<file path="src/rtl/sysclk_psc_pkg.sv">
package sysclk_psc_pkg;

    typedef enum logic [1:0] {
        ST_FULL = 2'd0,
        ST_MED  = 2'd1,
        ST_HALT = 2'd2
    } psc_state_e;

    typedef enum logic [2:0] {
        PM_RUN      = 3'd0,
        PM_SLEEP    = 3'd1,
        PM_STANDBY  = 3'd2,
        PM_WATCH    = 3'd3,
        PM_SUBACT   = 3'd4,
        PM_SUBSLEEP = 3'd5,
        PM_RSV6     = 3'd6,
        PM_RSV7     = 3'd7
    } pwr_mode_e;

    localparam int TAP_SEL_W = 3;
    localparam int RATIO_W   = 2;

    function automatic logic mode_halts(input logic [2:0] code);
        return (code >= 3'(PM_STANDBY)) && (code <= 3'(PM_SUBSLEEP));
    endfunction

endpackage

</file>
<file path="src/rtl/psc_mode_fsm.sv">
module psc_mode_fsm
    import sysclk_psc_pkg::*;
(
    input  logic       clk_i,
    input  logic       rst_ni,
    input  logic [2:0] pwr_mode_i,
    input  logic       med_en_i,
    input  logic       tick_i,
    output logic       med_run_o,
    output logic       clear_o,
    output logic       advance_o
);

    psc_state_e state_q, state_d;
    logic       halt_req;

    assign halt_req = mode_halts(pwr_mode_i);

    always_comb begin
        state_d = state_q;
        unique case (state_q)
            ST_FULL, ST_MED, ST_HALT: begin
                if (halt_req)      state_d = ST_HALT;
                else if (med_en_i) state_d = ST_MED;
                else               state_d = ST_FULL;
            end
            default: state_d = ST_FULL;
        endcase
    end

    always_ff @(posedge clk_i or negedge rst_ni) begin
        if (!rst_ni) state_q <= ST_FULL;
        else         state_q <= state_d;
    end

    always_comb begin
        med_run_o = 1'b0;
        clear_o   = 1'b0;
        advance_o = 1'b0;
        unique case (state_q)
            ST_FULL: advance_o = 1'b1;
            ST_MED: begin
                med_run_o = 1'b1;
                advance_o = tick_i;
            end
            ST_HALT: clear_o = 1'b1;
            default: clear_o = 1'b1;
        endcase
    end

    AST_HALT_ENTRY: assert property (@(posedge clk_i) disable iff (!rst_ni)
        mode_halts(pwr_mode_i) |=> (state_q == ST_HALT));
    AST_RUN_MODES: assert property (@(posedge clk_i) disable iff (!rst_ni)
        (!mode_halts(pwr_mode_i) && !med_en_i) |=> (state_q == ST_FULL));

endmodule

</file>
<file path="src/rtl/psc_med_gate.sv">
module psc_med_gate
    import sysclk_psc_pkg::*;
#(
    parameter int PRE_W = 7
) (
    input  logic               clk_i,
    input  logic               rst_ni,
    input  logic               run_i,
    input  logic [RATIO_W-1:0] ratio_i,
    output logic               tick_o
);

    localparam logic [PRE_W-1:0] BASE = PRE_W'(16);

    logic [PRE_W-1:0] pre_q;
    logic [PRE_W-1:0] term;

    assign term   = (BASE << ratio_i) - PRE_W'(1);
    assign tick_o = run_i && (pre_q >= term);

    always_ff @(posedge clk_i or negedge rst_ni) begin
        if (!rst_ni)     pre_q <= '0;
        else if (!run_i) pre_q <= '0;
        else if (tick_o) pre_q <= '0;
        else             pre_q <= pre_q + PRE_W'(1);
    end

    AST_PRE_IDLE_ZERO: assert property (@(posedge clk_i) disable iff (!rst_ni)
        !run_i |=> (pre_q == '0));
    AST_PRE_WRAP: assert property (@(posedge clk_i) disable iff (!rst_ni)
        (run_i && pre_q >= term) |=> (pre_q == '0));

endmodule

</file>
<file path="src/rtl/psc_counter.sv">
module psc_counter #(
    parameter int CNT_W = 13
) (
    input  logic             clk_i,
    input  logic             rst_ni,
    input  logic             clear_i,
    input  logic             advance_i,
    output logic [CNT_W-1:0] cnt_next_o
);

    logic [CNT_W-1:0] cnt_q;

    assign cnt_next_o = cnt_q + CNT_W'(1);

    always_ff @(posedge clk_i or negedge rst_ni) begin
        if (!rst_ni)        cnt_q <= '0;
        else if (clear_i)   cnt_q <= '0;
        else if (advance_i) cnt_q <= cnt_next_o;
    end

    AST_CNT_CLEAR: assert property (@(posedge clk_i) disable iff (!rst_ni)
        clear_i |=> (cnt_q == '0));
    AST_CNT_STEP: assert property (@(posedge clk_i) disable iff (!rst_ni)
        (advance_i && !clear_i) |=> (cnt_q == $past(cnt_q) + CNT_W'(1)));
    AST_CNT_HOLD: assert property (@(posedge clk_i) disable iff (!rst_ni)
        (!advance_i && !clear_i) |=> $stable(cnt_q));

endmodule

</file>
<file path="src/rtl/psc_tap.sv">
module psc_tap
    import sysclk_psc_pkg::*;
#(
    parameter int CNT_W = 13
) (
    input  logic                 clk_i,
    input  logic                 rst_ni,
    input  logic                 advance_i,
    input  logic [CNT_W-1:0]     cnt_next_i,
    input  logic [TAP_SEL_W-1:0] sel_i,
    output logic                 ena_o
);

    logic [CNT_W-1:0] mask;
    int unsigned      len;

    always_comb begin
        unique case (sel_i)
            3'd0: len = 1;
            3'd1: len = 2;
            3'd2: len = 3;
            3'd3: len = 5;
            3'd4: len = 7;
            3'd5: len = 9;
            3'd6: len = 11;
            3'd7: len = CNT_W;
            default: len = CNT_W;
        endcase
        mask = CNT_W'((64'(1) << len) - 64'(1));
    end

    always_ff @(posedge clk_i or negedge rst_ni) begin
        if (!rst_ni) ena_o <= 1'b0;
        else         ena_o <= advance_i && ((cnt_next_i & mask) == '0);
    end

    AST_PULSE_SINGLE: assert property (@(posedge clk_i) disable iff (!rst_ni)
        ena_o |=> !ena_o);

endmodule

</file>
<file path="src/rtl/sysclk_psc.sv">
module sysclk_psc
    import sysclk_psc_pkg::*;
#(
    parameter int N_CONS = 4,
    parameter int CNT_W  = 13,
    parameter int PRE_W  = 7
) (
    input  logic                        clk_i,
    input  logic                        rst_ni,
    input  logic [2:0]                  pwr_mode_i,
    input  logic                        med_en_i,
    input  logic [RATIO_W-1:0]          med_ratio_i,
    input  logic [N_CONS*TAP_SEL_W-1:0] tap_sel_i,
    output logic [N_CONS-1:0]           ena_o
);

    logic             tick;
    logic             med_run;
    logic             clear;
    logic             advance;
    logic [CNT_W-1:0] cnt_next;

    psc_mode_fsm u_fsm (
        .clk_i      (clk_i),
        .rst_ni     (rst_ni),
        .pwr_mode_i (pwr_mode_i),
        .med_en_i   (med_en_i),
        .tick_i     (tick),
        .med_run_o  (med_run),
        .clear_o    (clear),
        .advance_o  (advance)
    );

    psc_med_gate #(.PRE_W(PRE_W)) u_gate (
        .clk_i   (clk_i),
        .rst_ni  (rst_ni),
        .run_i   (med_run),
        .ratio_i (med_ratio_i),
        .tick_o  (tick)
    );

    psc_counter #(.CNT_W(CNT_W)) u_cnt (
        .clk_i      (clk_i),
        .rst_ni     (rst_ni),
        .clear_i    (clear),
        .advance_i  (advance),
        .cnt_next_o (cnt_next)
    );

    for (genvar gi = 0; gi < N_CONS; gi++) begin : g_tap
        psc_tap #(.CNT_W(CNT_W)) u_tap (
            .clk_i      (clk_i),
            .rst_ni     (rst_ni),
            .advance_i  (advance),
            .cnt_next_i (cnt_next),
            .sel_i      (tap_sel_i[gi*TAP_SEL_W +: TAP_SEL_W]),
            .ena_o      (ena_o[gi])
        );
    end

    AST_HALT_QUIET: assert property (@(posedge clk_i) disable iff (!rst_ni)
        clear |=> (ena_o == '0));
    AST_MED_SPARSE: assert property (@(posedge clk_i) disable iff (!rst_ni)
        (med_run && !tick) |=> (ena_o == '0));

endmodule

</file>
<file path="config.mk">
export PLATFORM = sky130hd
export DESIGN_NAME = sysclk_psc
export DESIGN_NICKNAME = d
export VERILOG_FILES = /design/src/rtl/sysclk_psc_pkg.sv /design/src/rtl/psc_mode_fsm.sv /design/src/rtl/psc_med_gate.sv /design/src/rtl/psc_counter.sv /design/src/rtl/psc_tap.sv /design/src/rtl/sysclk_psc.sv
export SDC_FILE = /design/constraint.sdc
export NUM_CORES = 1
export LEC_CHECK = 0
export CAP_MARGIN = 25
export CORE_MARGIN = 10
export CORE_UTILIZATION = 50
export CTS_CLUSTER_DIAMETER = 80
export DETAILED_ROUTE_END_ITERATION = 10
export PLACE_DENSITY = 0.7
export SYNTH_ARGS = -nofsm -noshare
export SYNTH_HDL_FRONTEND = slang
export SYNTH_SLANG_ARGS = --single-unit
</file>
<file path="constraint.sdc">
create_clock -name clk_i -period 5.05 [get_ports clk_i]
set_input_delay 1.01 -clock clk_i [delete_from_list [all_inputs] [get_ports clk_i]]
set_output_delay 1.01 -clock clk_i [all_outputs]
set_load 0.02 [all_outputs]
</file>
Word-level counts from Yosys, hierarchy flattened
Memories as Yosys holds them, arrays and structs flattened.
Cells that the tools add are included.

word-level totals
  memories kept = 4
  bits in registers = 26
  bits in read-only memories = 128
  output and inout bits = 4
  word-level logic and storage cells = 55
  memory bits (writable) = 0
  latch bits = 0

operators by class
  shifts and indexed selects = 5
  $mul = 0
  bitwise logic cells = 4
  muxes and demuxes = 9
  reductions and logical operators = 13
  add/sub/neg operators = 7
  divide/modulo/power cells = 0
  equal/unequal tests = 3
  $lt $le $gt $ge = 3

memory list
  memory            depth  bits a word  read ports  clocked after memory_dff  wr ports  RTL line       RTL
  (name not given)  8      4            1           0                         0         psc_tap.sv:18  unique case (sel_i)
  (name not given)  8      4            1           0                         0         psc_tap.sv:18
  (name not given)  8      4            1           0                         0         psc_tap.sv:18
  (name not given)  8      4            1           0                         0         psc_tap.sv:18

operators with widths
  cell                                                                                  count
  1-bit by 32-bit left shift with 13-bit output (first input constant)                  4
  13-bit bitwise AND                                                                    4
  13-bit logical NOT                                                                    4
  13-bit by 2-bit subtractor with 13-bit output (second input constant)                 4
  13-bit 2-to-1 mux                                                                     2
  7-bit 2-to-1 mux                                                                      2
  13-bit by 1-bit adder with 13-bit output (second input constant)                      1
  7-bit by 1-bit adder with 7-bit output (second input constant)                        1
  7-bit greater-or-equal comparator                                                     1
  5-bit by 2-bit left shift with 7-bit output (first input constant)                    1
  7-bit by 1-bit subtractor with 7-bit output (second input constant)                   1
  1-bit logical AND                                                                     6
  2-bit 2-to-1 mux                                                                      2
  3-bit by 2-bit greater-or-equal comparator with 1-bit output (second input constant)  1
  3-bit less-or-equal comparator (second input constant)                                1
  3-bit OR reduction                                                                    1
  2-bit by 1-bit equality test with 1-bit output (second input constant)                1
  2-bit equality test (second input constant)                                           1
  2-bit logical NOT                                                                     1
  1-bit 2-to-1 mux                                                                      2
  2-bit by 1-bit != test with 1-bit output (second input constant)                      1
  1-bit case mux with 2 select lines                                                    1
  2-bit OR reduction                                                                    1

Logic depth before layout (Yosys ltp)
  depth in word-level cells = 7
  depth in mapped cells = 13
  mapped depth without buffers = 11

Hierarchy
Synthesis repeated with hierarchy kept, for this count alone.

second synthesis, totals
  cell total of the unflattened synthesis = 402
  area, all modules = 3375.7 sq um

modules (own cells, without submodules)
  module                        cells each  area each (sq um)  sequential area each (sq um)  times used
  psc_tap (g_tap[0].u_tap ...)  66          524.3              25.0                          3
  psc_counter                   94          853.3              325.3                         1
  psc_med_gate                  55          496.7              175.2                         1
  psc_tap (g_tap[1].u_tap)      45          360.3              25.0                          1
  psc_mode_fsm                  10          92.6               50.0                          1

Worst setup path after synthesis
Ideal clock, no wire load.

  kind = input-to-reg
  start point = input tap_sel_i[6]
  end point = register g_tap[2].u_tap.ena_o
  arrival = 3325 ps
  library setup time = 101 ps
  buffers on the path = 3
  stages on the path = 13
  slack = 1624 ps
  path through = clkbuf_1 > inv_1 > ha_1 > clkbuf_1 > clkbuf_1 > o31ai_1 > nand2_1 > ha_1 > nor2b_1 > a21oi_1 > o21ai_0 > or3_1 > nor4_1

on the way
  cells in the longest elaborated chain, start to end = 6

ends and longest elaborated chain
  element                                        RTL line          RTL
  from (decl)                                    sysclk_psc.sv:13  input logic [N_CONS*TAP_SEL_W-1:0] tap_sel_i,
  memory read 8 x 4 bit                          --
  1-bit by 32-bit left shift with 13-bit output  psc_tap.sv:29     mask = CNT_W'((64'(1) << len) - 64'(1));
  13-bit by 2-bit subtractor with 13-bit output  psc_tap.sv:29
  13-bit bitwise AND                             psc_tap.sv:34     else ena_o <= advance_i && ((cnt_next_i & mask) == '0);
  13-bit logical NOT                             psc_tap.sv:34
  1-bit logical AND                              psc_tap.sv:34
  to (signal assigned)                           psc_tap.sv:34
  to (decl)                                      psc_tap.sv:11     output logic ena_o

Every way passes these cells.
A chain may end at the register's enable or synchronous reset.

Worst setup path after layout
  start point = input tap_sel_i[0]
  end point = register g_tap[0].u_tap.ena_o

on the way
  cells in the longest elaborated chain, start to end = 6

ends and longest elaborated chain
  element                                        RTL line
  memory read 8 x 4 bit                          --
  1-bit by 32-bit left shift with 13-bit output  psc_tap.sv:29
  13-bit by 2-bit subtractor with 13-bit output  psc_tap.sv:29
  13-bit bitwise AND                             psc_tap.sv:34
  13-bit logical NOT                             psc_tap.sv:34
  1-bit logical AND                              psc_tap.sv:34
  to (signal assigned)                           psc_tap.sv:34
  to (decl)                                      psc_tap.sv:11

Every way passes these cells.

==> flow_summary.json <==
{
  "status": "finished, final reports clean",
  "worst_pin_slew_ns": 0.593,
  "sw_frac_of_total_pct": 36.6,
  "initial_utilization_pct": 51.2,
  "ant_nets": 0,
  "synth_edf_count": 0,
  "num_rows": 28,
  "place_hpwl_mm": 5.19,
  "max_cap_viol_count": 0,
  "cts_sinks": 26,
  "clk_pin_slew_worst_paths_ns": 0.09,
  "synth_cells": 390,
  "h-tree-depth": 1,
  "fin_worst_skew_ns": 0.00746,
  "yosys.area.top_type_share_pct": 21.5,
  "dp_worst_setup_slack_ns": 0.880,
  "diodes": 0,
  "netlist_top_cells_count": "43 x nor2_1, 30 x nand2_1, 27 x xnor2_1",
  "leakagePower_nw": 1.33,
  "synthFlopType": "dfrtp_1",
  "wirelength_mm": 6.99,
  "fp.dieH_um": 97.9,
  "yosysTopAreaCell": "dfrtp_1",
  "dieWidth_um": 97.9,
  "post-route-period-util_pct": 77.7,
  "core_sq_um": 5920,
  "post_cts_buffers": 0,
  "critPathArrivalTime_ns": 4.10,
  "antenna_found_initial": 0,
  "relSlewSlack_pct": 60.2,
  "clock_path_buffers": 2,
  "rsz0062_at_grt": "false",
  "grt_pass1_vias": 2410,
  "final_layout_size_suffix_gt1_share_pct": 5.13,
  "start_kind": "primary input",
  "clock-root-buffer": "clkbuf_8",
  "grt_overflow_total": 0,
  "nFillCells": 552,
  "syn_area_sq_um": 3030,
  "comb_power_share_pct": 42.0,
  "timing.final.hold_violations": 0,
  "finalNetCount": 434,
  "cts.hold.buffers_added": 0,
  "drt_iter0_markers": 112,
  "hold_path_class": "reg -> reg",
  "vias": 2743,
  "cts_tree": "built",
  "avgSynthCellArea_sq_um": 7.78,
  "drcViolationCount": 0,
  "clock_latency_ns": 0.28,
  "async_flop_share_pct": 100,
  "power_frac_seq_pct": 37.3,
  "multi_input_area_sq_um": 2180,
  "wl_per_cell_um": 15.0,
  "yosysMostFrequentCell": "nor2_1",
  "ys_seq_area_share_pct": 21.5,
  "vias_per_cell": 5.90,
  "port_buffers": 22,
  "gp_congestion": 0.857,
  "required_ns": 5.23,
  "synth_nets": 433,
  "track_usage_pct": 13.4,
  "period_needed_ns": 3.92,
  "grt_pass1_wl_mm": 11.3,
  "numCtsBuffers": 3,
  "setup_slack_ns": 1.13,
  "ys_ff_latch": 26,
  "internal_power_mw": 0.421,
  "drv_slew": 0,
  "max_freq_mhz": 255,
  "ctsResizeCount": 0,
  "setup_viol": 0,
  "worstSetupPathType": "in -> reg",
  "dr.pass1.iters": 4,
  "synthTopCellsByArea": "dfrtp_1 21%, ha_1 9.5%, xnor2_1 7.8%",
  "ys_warn_count": 0,
  "tns_ns": 0,
  "io_pins": 24,
  "p_sw_mw": 0.243,
  "endpoint_kind": "flop",
  "area_delta_synth_final_pct": 8.25,
  "die_area_sq_um": 9580,
  "regArea_sq_um": 651,
  "p_per_area_nw_per_um2": 202,
  "max-vdd-ir-drop_mv": 0.166,
  "yosysUniqueCellTypes": 64,
  "clockPowerShare_pct": 20.7,
  "critical_path.max_fanout": 10,
  "grt_max_degree": 27
}
## cell usage in the layout (no fill, tap or decap), drive strengths merged, types with 3 or more instances in the layout
cell | synthesis | layout
clkdlybuf4s50 | 0 | 22
a311oi | 5 | 5
a31oi | 5 | 5
inv | 18 | 18
nor4bb | 3 | 3
a2bb2oi | 3 | 3
and3 | 5 | 5
a211oi | 6 | 6
a21oi | 18 | 18
nand3 | 18 | 18
nand2b | 7 | 7
nand4 | 3 | 3
nand3b | 3 | 3
xor2 | 14 | 14
o21ai | 20 | 20
nor2 | 43 | 43
a21boi | 4 | 4
ha | 23 | 23
xnor2 | 27 | 27
dfrtp | 26 | 26
clkbuf | 19 | 4
nor3b | 5 | 5
nor4 | 5 | 5
o22ai | 4 | 4
nor3 | 7 | 7
and4bb | 3 | 3
nand2 | 30 | 30
and4b | 3 | 3
o221ai | 3 | 3
nor2b | 14 | 14
or2 | 4 | 4
## stage by stage
step / total power, mW / cells / cell area [sq um] / utilization (%) / hold slack [ns]
after floorplan: 0.454 / 390 / 3030 / - / 0.434
after global placement: 0.524 / 461 / 3230 / 54.5 / 0.457
after detailed placement: 0.527 / 461 / 3230 / 54.5 / 0.472
after CTS: 0.664 / 465 / 3280 / 55.5 / 0.486
after global routing: 0.704 / 465 / 3280 / 55.5 / 0.504
final: 0.664 / 465 / 3280 / 55.5 / 0.484
## cell type report
type / instances / share of cell area, %
clock buffers: 4 / 1.68
well taps: 75 / 2.86
repair buffers: 24 / 7.16
multi-input cells: 318 / 66.4
flip-flops and latches: 26 / 19.8
inverters: 18 / 2.06
## path summary, 6_finish.rpt
path	from	endpoint	slack [ns]	depth (start not counted)
setup / recovery	tap_sel_i[0]	g_tap[0].u_tap.ena_o	1.13	12
setup reg to reg	u_gate.pre_q[5]	g_tap[0].u_tap.ena_o	2.58	8
hold / removal	u_fsm.state_q[0]	u_fsm.state_q[1]	0.48	1
max in group asynchronous	rst_ni	g_tap[0].u_tap.ena_o	3.70	2
hold reg to reg	u_fsm.state_q[0]	u_fsm.state_q[1]	0.48	1
min in group asynchronous	rst_ni	g_tap[3].u_tap.ena_o	1.09	2
## routing by layer
layer	GRT usage, %	part of all wire (%)
met5	0	0
met4	2.57	0.54
met3	1.41	3.4
met2	21.8	47
met1	18.5	49
## worst max-delay path: stages
cell and delay, ns:
clkdlybuf4s50_1 0.58, inv_1 0.10, ha_1 0.41, and4_4 0.19
a21oi_1 0.13, ha_1 0.26, inv_1 0.07, a211o_4 0.27
xnor2_1 0.12, o2bb2ai_1 0.11, or4_1 0.55, nor4_2 0.30
## registers in the layout, summed over array words and instances, names as in the netlist
name               flops
u_gate.pre_q           7
g_tap.u_tap.ena_o      4
u_cnt.cnt_q           13
u_fsm.state_q          2
## cell families (layout without fill, tap and decap cells)
| group | after synthesis | count (layout) | share of synthesized area, % |
|---|---|---|---|
| muxes | 3 | 3 | 1.03 |
| buffers and inverters | 46 | 46 | 6.64 |
| AOI/OAI and AO/OA | 89 | 89 | 20.3 |
| and+or+nand+nor | 162 | 162 | 29.3 |
| DFF | 26 | 26 | 21.5 |
| adders and majority gates | 23 | 23 | 9.49 |
| xor gates and xnor gates | 41 | 41 | 11.8 |
## power groups by stage
stage	clock network (mW)	registers, mW	logic, mW
global route	0.147	0.251	0.307
detailed placement	0	0.252	0.275
floorplan	0	0.240	0.214
finish	0.137	0.248	0.279
global placement	0	0.251	0.273
CTS	0.139	0.247	0.278
Note: power is estimated with default switching activity, not from simulation.
